<file path="src/rtl/rxf_pkg.sv">
package rxf_pkg;
    // Mode word bit positions
    localparam int MODE_W     = 4;
    localparam int MODE_ALLMC = 0;
    localparam int MODE_PROM  = 1;
    localparam int MODE_BCAST = 2;
    localparam int MODE_RUNT  = 3;

    typedef struct packed {
        logic valid;
        logic accept;
        logic bcast;
        logic mcast;
    } rsp_t;
endpackage

</file>
<file path="src/rtl/rxf_cam_store.sv">
module rxf_cam_store #(
    parameter int N_ENT  = 16,
    parameter int ADDR_W = 48,
    localparam int IDX_W = $clog2(N_ENT)
) (
    input  logic              clk,
    input  logic              rst_n,
    input  logic              wr_en,
    input  logic [IDX_W-1:0]  wr_idx,
    input  logic [ADDR_W-1:0] wr_addr,
    input  logic              mask_en,
    input  logic [N_ENT-1:0]  mask_data,
    input  logic              rd_allow,
    input  logic [IDX_W-1:0]  rd_ptr,
    input  logic [1:0]        rd_word,
    output logic [15:0]       rd_data,
    output logic [ADDR_W-1:0] ent_o [N_ENT],
    output logic [N_ENT-1:0]  en_o
);
    localparam int SLOT_W = 64; // four 16-bit readback slots

    logic [ADDR_W-1:0] ent_d [N_ENT];
    logic [ADDR_W-1:0] ent_q [N_ENT];
    logic [N_ENT-1:0]  en_d, en_q;
    logic [SLOT_W-1:0] slots;

    always_comb begin
        ent_d = ent_q;
        en_d  = en_q;
        if (wr_en)   ent_d[wr_idx] = wr_addr;
        if (mask_en) en_d = mask_data;
    end

    always_ff @(posedge clk) begin
        if (!rst_n) begin
            for (int i = 0; i < N_ENT; i++) ent_q[i] <= '0;
            en_q <= '0;
        end else begin
            ent_q <= ent_d;
            en_q  <= en_d;
        end
    end

    // low-byte-first words, unused slot reads zero, silent outside reset
    assign slots   = {{(SLOT_W-ADDR_W){1'b0}}, ent_q[rd_ptr]};
    assign rd_data = rd_allow ? slots[{rd_word, 4'b0000} +: 16] : 16'h0000;

    assign ent_o = ent_q;
    assign en_o  = en_q;
endmodule

</file>
<file path="src/rtl/rxf_cam_match.sv">
module rxf_cam_match #(
    parameter int N_ENT  = 16,
    parameter int ADDR_W = 48
) (
    input  logic [ADDR_W-1:0] ent [N_ENT],
    input  logic [N_ENT-1:0]  en,
    input  logic [ADDR_W-1:0] key,
    output logic              hit
);
    logic [N_ENT-1:0] eq;

    for (genvar g = 0; g < N_ENT; g++) begin : g_cmp
        assign eq[g] = (ent[g] == key);
    end

    assign hit = |(eq & en);
endmodule

</file>
<file path="src/rtl/rx_addr_filter.sv">
module rx_addr_filter
    import rxf_pkg::*;
#(
    parameter int N_ENT   = 16,
    parameter int ADDR_W  = 48,
    parameter int LEN_W   = 16,
    parameter int MIN_LEN = 60,
    localparam int IDX_W  = $clog2(N_ENT)
) (
    input  logic              clk,
    input  logic              rst_n,
    input  logic              in_reset,
    input  logic              cam_wr_en,
    input  logic [IDX_W-1:0]  cam_wr_idx,
    input  logic [ADDR_W-1:0] cam_wr_addr,
    input  logic              mask_wr_en,
    input  logic [N_ENT-1:0]  mask_wr_data,
    input  logic [IDX_W-1:0]  rd_ptr,
    input  logic [1:0]        rd_word,
    output logic [15:0]       rd_data,
    input  logic              req_valid,
    input  logic [ADDR_W-1:0] req_dst,
    input  logic [LEN_W-1:0]  req_len,
    input  logic [MODE_W-1:0] req_mode,
    output logic              rsp_valid,
    output logic              rsp_accept,
    output logic              rsp_bcast,
    output logic              rsp_mcast
);
    logic [ADDR_W-1:0] ent [N_ENT];
    logic [N_ENT-1:0]  en;
    logic              cam_hit;
    rsp_t              rsp_d, rsp_q;

    rxf_cam_store #(.N_ENT(N_ENT), .ADDR_W(ADDR_W)) u_store (
        .clk       (clk),
        .rst_n     (rst_n),
        .wr_en     (cam_wr_en),
        .wr_idx    (cam_wr_idx),
        .wr_addr   (cam_wr_addr),
        .mask_en   (mask_wr_en),
        .mask_data (mask_wr_data),
        .rd_allow  (in_reset),
        .rd_ptr    (rd_ptr),
        .rd_word   (rd_word),
        .rd_data   (rd_data),
        .ent_o     (ent),
        .en_o      (en)
    );

    rxf_cam_match #(.N_ENT(N_ENT), .ADDR_W(ADDR_W)) u_match (
        .ent (ent),
        .en  (en),
        .key (req_dst),
        .hit (cam_hit)
    );

    // Decision chain: first applicable test wins
    always_comb begin
        rsp_d = '0;
        if (req_valid) begin
            rsp_d.valid = 1'b1;
            if (req_len < LEN_W'(MIN_LEN)) begin
                rsp_d.accept = req_mode[MODE_RUNT];
            end else if (req_mode[MODE_PROM] && !req_dst[0]) begin
                rsp_d.accept = 1'b1;
            end else if (req_mode[MODE_ALLMC] && req_dst[0]) begin
                rsp_d.accept = 1'b1;
                rsp_d.mcast  = 1'b1;
            end else if (req_mode[MODE_BCAST] && (&req_dst)) begin
                rsp_d.accept = 1'b1;
                rsp_d.bcast  = 1'b1;
            end else begin
                rsp_d.accept = cam_hit;
            end
        end
    end

    always_ff @(posedge clk) begin
        if (!rst_n) rsp_q <= '0;
        else        rsp_q <= rsp_d;
    end

    assign rsp_valid  = rsp_q.valid;
    assign rsp_accept = rsp_q.accept;
    assign rsp_bcast  = rsp_q.bcast;
    assign rsp_mcast  = rsp_q.mcast;
endmodule

</file>
<file path="config.mk">
export PLATFORM = sky130hd
export DESIGN_NAME = rx_addr_filter
export DESIGN_NICKNAME = d
export VERILOG_FILES = /design/src/rtl/rxf_pkg.sv /design/src/rtl/rxf_cam_store.sv /design/src/rtl/rxf_cam_match.sv /design/src/rtl/rx_addr_filter.sv
export SDC_FILE = /design/constraint.sdc
export NUM_CORES = 2
export LEC_CHECK = 0
export BUFFER_PORTS_ARGS = -buffer_cell sky130_fd_sc_hd__buf_4
export CAP_MARGIN = 20
export CORE_MARGIN = 2
export CORE_UTILIZATION = 35
export DETAILED_ROUTE_END_ITERATION = 7
export HOLD_SLACK_MARGIN = 0.08
export SLEW_MARGIN = 10
export SYNTH_ARGS = -nofsm -noshare
export SYNTH_HDL_FRONTEND = slang
export SYNTH_SLANG_ARGS = --single-unit
</file>
<file path="constraint.sdc">
create_clock -name clk -period 9.94 [get_ports clk]
set_clock_uncertainty 0.15 [all_clocks]
set_input_delay 1.988 -clock clk [delete_from_list [all_inputs] [get_ports clk]]
set_output_delay 1.988 -clock clk [all_outputs]
set_load 0.05 [all_outputs]
</file>
==> metrics.md <==
| Metric | Value |
|---|---|
| Yosys warns | 0 |
| WL per Instance | 34.8 um |
| Crit path DAT | 5.65 ns |
| Startpoint types | primary input |
| Io pins | 168 |
| Util after Layout | 0.392 |
| Worst-Margin Slew | 1.30 ns |
| Fmax | 128 MHz |
| Area grow syn2layout | 11.3% |
| Die area | 130000 um2 |
| Worst Setup Path Type | primary input to output pin |
| Status | completed |
| Synth Instances | 5110 |
| Xor and xnor area share after synthesis | 0.137 |
| Sequential fraction of the synthesis area | 0.356 |
| Core area | 126000 um2 |
| Maximum VDD drop | 0.000115 V |
| Max Cap Violations | 0 |
| Placed instance count | 6468 |
| Largest net degree at the start of global routing | 254 |
| Top-area cell type share of the netlist area | 0.356 |
| Clock Sinks | 788 |
| Library cells used by synthesis | 45 |
| Top area cells in the synthesized netlist | dfxtp_1 (36%), nand2_1 (13%), a21boi_0 (13%), mux4_2 (12%), xnor2_1 (7.2%) |
| Final ANT Viol Nets | 0 |
| Gpl congestion | 1.03 |
| Final hold violations | 0 |
| Remaining DRCs | 0 |
| Synth Area in Compound Gates | 0.146 |
| Worst path slowest cell | clkbuf_8 |
| Final worst path period share | 0.784 |
| Cts hold-fix bufs | 0 |
| CP peak stage delay | 0.80 ns |
| Worst skew pair latency | 0.70 ns |
| Worst-path clk slew | 0.06 ns |
| Vias in the first global route | 36700 |
| Design area | 49300 um2 |
| Multiplexer share of the synthesized area | 0.129 |
| Crit-path cells | clkbuf_8 > buf_4 > mux4_2 > mux4_2 > mux2i_1 > o22ai_1 > and2_1 > buf_4 |
| DRT iter0 DRCs | 5584 |
| Critical path's top delay family | multiplexers |
| Synth Area in Adders | 0 |
| Setup TNS Final | 0 ns |
| Rel. slew slack | 0.126 |
| Total wire length | 231 mm |
| Port bufs | 165 |
| Final #Nets | 5062 |
| Rows | 130 |
| CP Data Required Time | 7.80 ns |
| Antenna violations before repair | 13 |
| Post-Syn Nets | 5258 |
| Worst setup EP type | output pin |
| Initial core utilization | 0.353 |
| Area leader, netlist | dfxtp_1 |
| Dpl hpwl | 166 mm |
| Pre-CTS setup slack | 2.39 ns |
| CTS tree | built |
| Die extent in x | 360 um |
| Commonest cells in the netlist | nand2_1 (1557), dfxtp_1 (788), a21boi_0 (768) |
| Post-synth EDFFs | 0 |
| Most frequent cell after synthesis | nand2_1 |
| Buffer count from post-CTS setup fixing | 0 |
| Post-DR vias/cell | 5.93 |
| Final Instance Count excl. Fillers | 6639 |
| Area of placed instances | 46200 um2 |
| CTS Buffer Depth | 3 |
| Total congestion overflow | 0 |
| Global-route wire length before repair | 313 mm |
| Final min period | 7.79 ns |
| Initial DRT Pass Iterations | 6 |
| Layout cells sized above 1 | 0.128 |
| Synthesized area per cell | 8.68 um2 |
| Post-Synth Simple-Gate Area | 0.180 |
| Hold WC Path Type | flip-flop to flip-flop |
| CTS H-tree lvls | 3 |
| TritonCTS buffer count | 92 |
| Share of async-settable or async-resettable flops after synthesis | 0 |
| Syn Std Cell Area | 44300 um2 |
| Worst Setup Slack, final | 2.15 ns |
| Final setup vio count | 0 |
| DR vias | 39400 |
| Top FF cell, synth | dfxtp_1 |
| Synthesized flop and latch total | 788 |
| Power density over the cells | 157 nW/um2 |
| Clk root buf | clkbuf_16 |
| GRT Util Overall | 0.348 |
| CTS resizes | 0 |
| Die H | 360 um |
| Pleak | 0.0163 uW |
| RSZ-0062 raised after global routing | no |
| CP Max Fanout | 103 |
| Pins Over Slew Limit | 0 |
| CP bufs+invs | 3 |
| Main combinational cell family by area after synthesis | simple AND/OR/NAND/NOR gates |
registers in the layout, indices dropped and copies added (netlist names):
| register | cells |
|---|---|
| u_store.en_o | 16 |
| u_store.ent_o | 768 |
| rsp_bcast | 1 |
| rsp_valid | 1 |
| rsp_mcast | 1 |
| rsp_accept | 1 |
tightest hold or removal path, cell delays in order (launching register included):
cell and delay [ns]:
dfxtp_1 0.32, nand2_1 0.05, a21boi_0 0.06
placed cells by master (no fill, tap or decap), types with 3 or more instances in the layout:
cell,instances
nand2_1,1545
dfxtp_1,788
a21boi_0,768
xnor2_1,365
xor2_1,330
mux4_2,240
buf_4,205
nand4_1,127
nor4_1,110
clkbuf_16,94
inv_1,70
o22ai_1,38
mux2i_1,32
clkbuf_8,26
nor2b_1,22
clkinv_2,19
nor3_1,17
and2_1,16
nand3_1,16
clkbuf_1,14
nand2b_1,12
nor2_4,12
a221oi_1,12
o21ai_0,12
nand2_2,8
o2bb2ai_1,8
nor2_1,7
a22o_1,6
bufinv_16,6
diode_2,4
nand3_2,4
nand2_4,4
nor3_2,4
o2111ai_1,4
a2111oi_0,4
a222oi_1,4
inv_6,4
buf_12,4
and3_1,3
o31ai_1,3
report_power, final:
group / total, uW / leakage, uW / internal, uW / switching [uW]
registers: 3260 / 0.00636 / 3200 / 54.4
logic: 944 / 0.00837 / 285 / 658
clock network: 3550 / 0.00154 / 2070 / 1480
cell families (layout without fill, tap and decap cells):
logic type | after synthesis | after routing
AO/OA/AOI/OAI | 868 | 868
AND/OR/NAND/NOR | 1914 | 1914
multiplexers | 272 | 272
other | 0 | 4
buffers and inverters | 573 | 448
XOR/XNOR | 695 | 695
flip-flops | 788 | 788
per-stage QoR:
| stage | total power [uW] | hold WS, ns |
|---|---|---|
| 2_1_floorplan | 3820 | 0.303 |
| 3_3_place_gp | 4230 | 0.322 |
| 3_5_place_dp | 4230 | 0.327 |
| 6_report | 7750 | 0.338 |
| 4_1_cts | 7740 | 0.335 |
| 5_1_grt | 7890 | 0.360 |
path summary, 6_finish.rpt:
| path | from | to | slack (ns) | depth (start not counted) |
|---|---|---|---|---|
| max | rd_ptr[1] | rd_data[12] | 2.15 | 8 |
| min | u_store.ent_o[457] | u_store.ent_o[457] | 0.34 | 2 |
| max reg2reg | u_store.ent_o[718] | rsp_accept | 5.99 | 7 |
| min reg2reg | u_store.ent_o[457] | u_store.ent_o[457] | 0.34 | 2 |
layer usage:
metal | up-vias | track usage | wire length, um
li1 | 16800 | - | -
met1 | 19600 | 0.444 | 88500
met2 | 2454 | 0.521 | 99100
met3 | 549 | 0.0555 | 22000
met4 | 4 | 0.276 | 21700
met5 | - | 0 | 23
final cells by class:
class / instances / area (um2)
clock buffer: 133 / 2750
timing repair buffer: 213 / 1670
inverter: 70 / 263
sequential: 788 / 15800
antenna: 4 / 10.0
clock inverter: 32 / 342
fill: 12600 / 76400
tap: 1650 / 2060
multi-input combinational: 3749 / 26500
No activity file was read; power rests on OpenSTA's default activity.
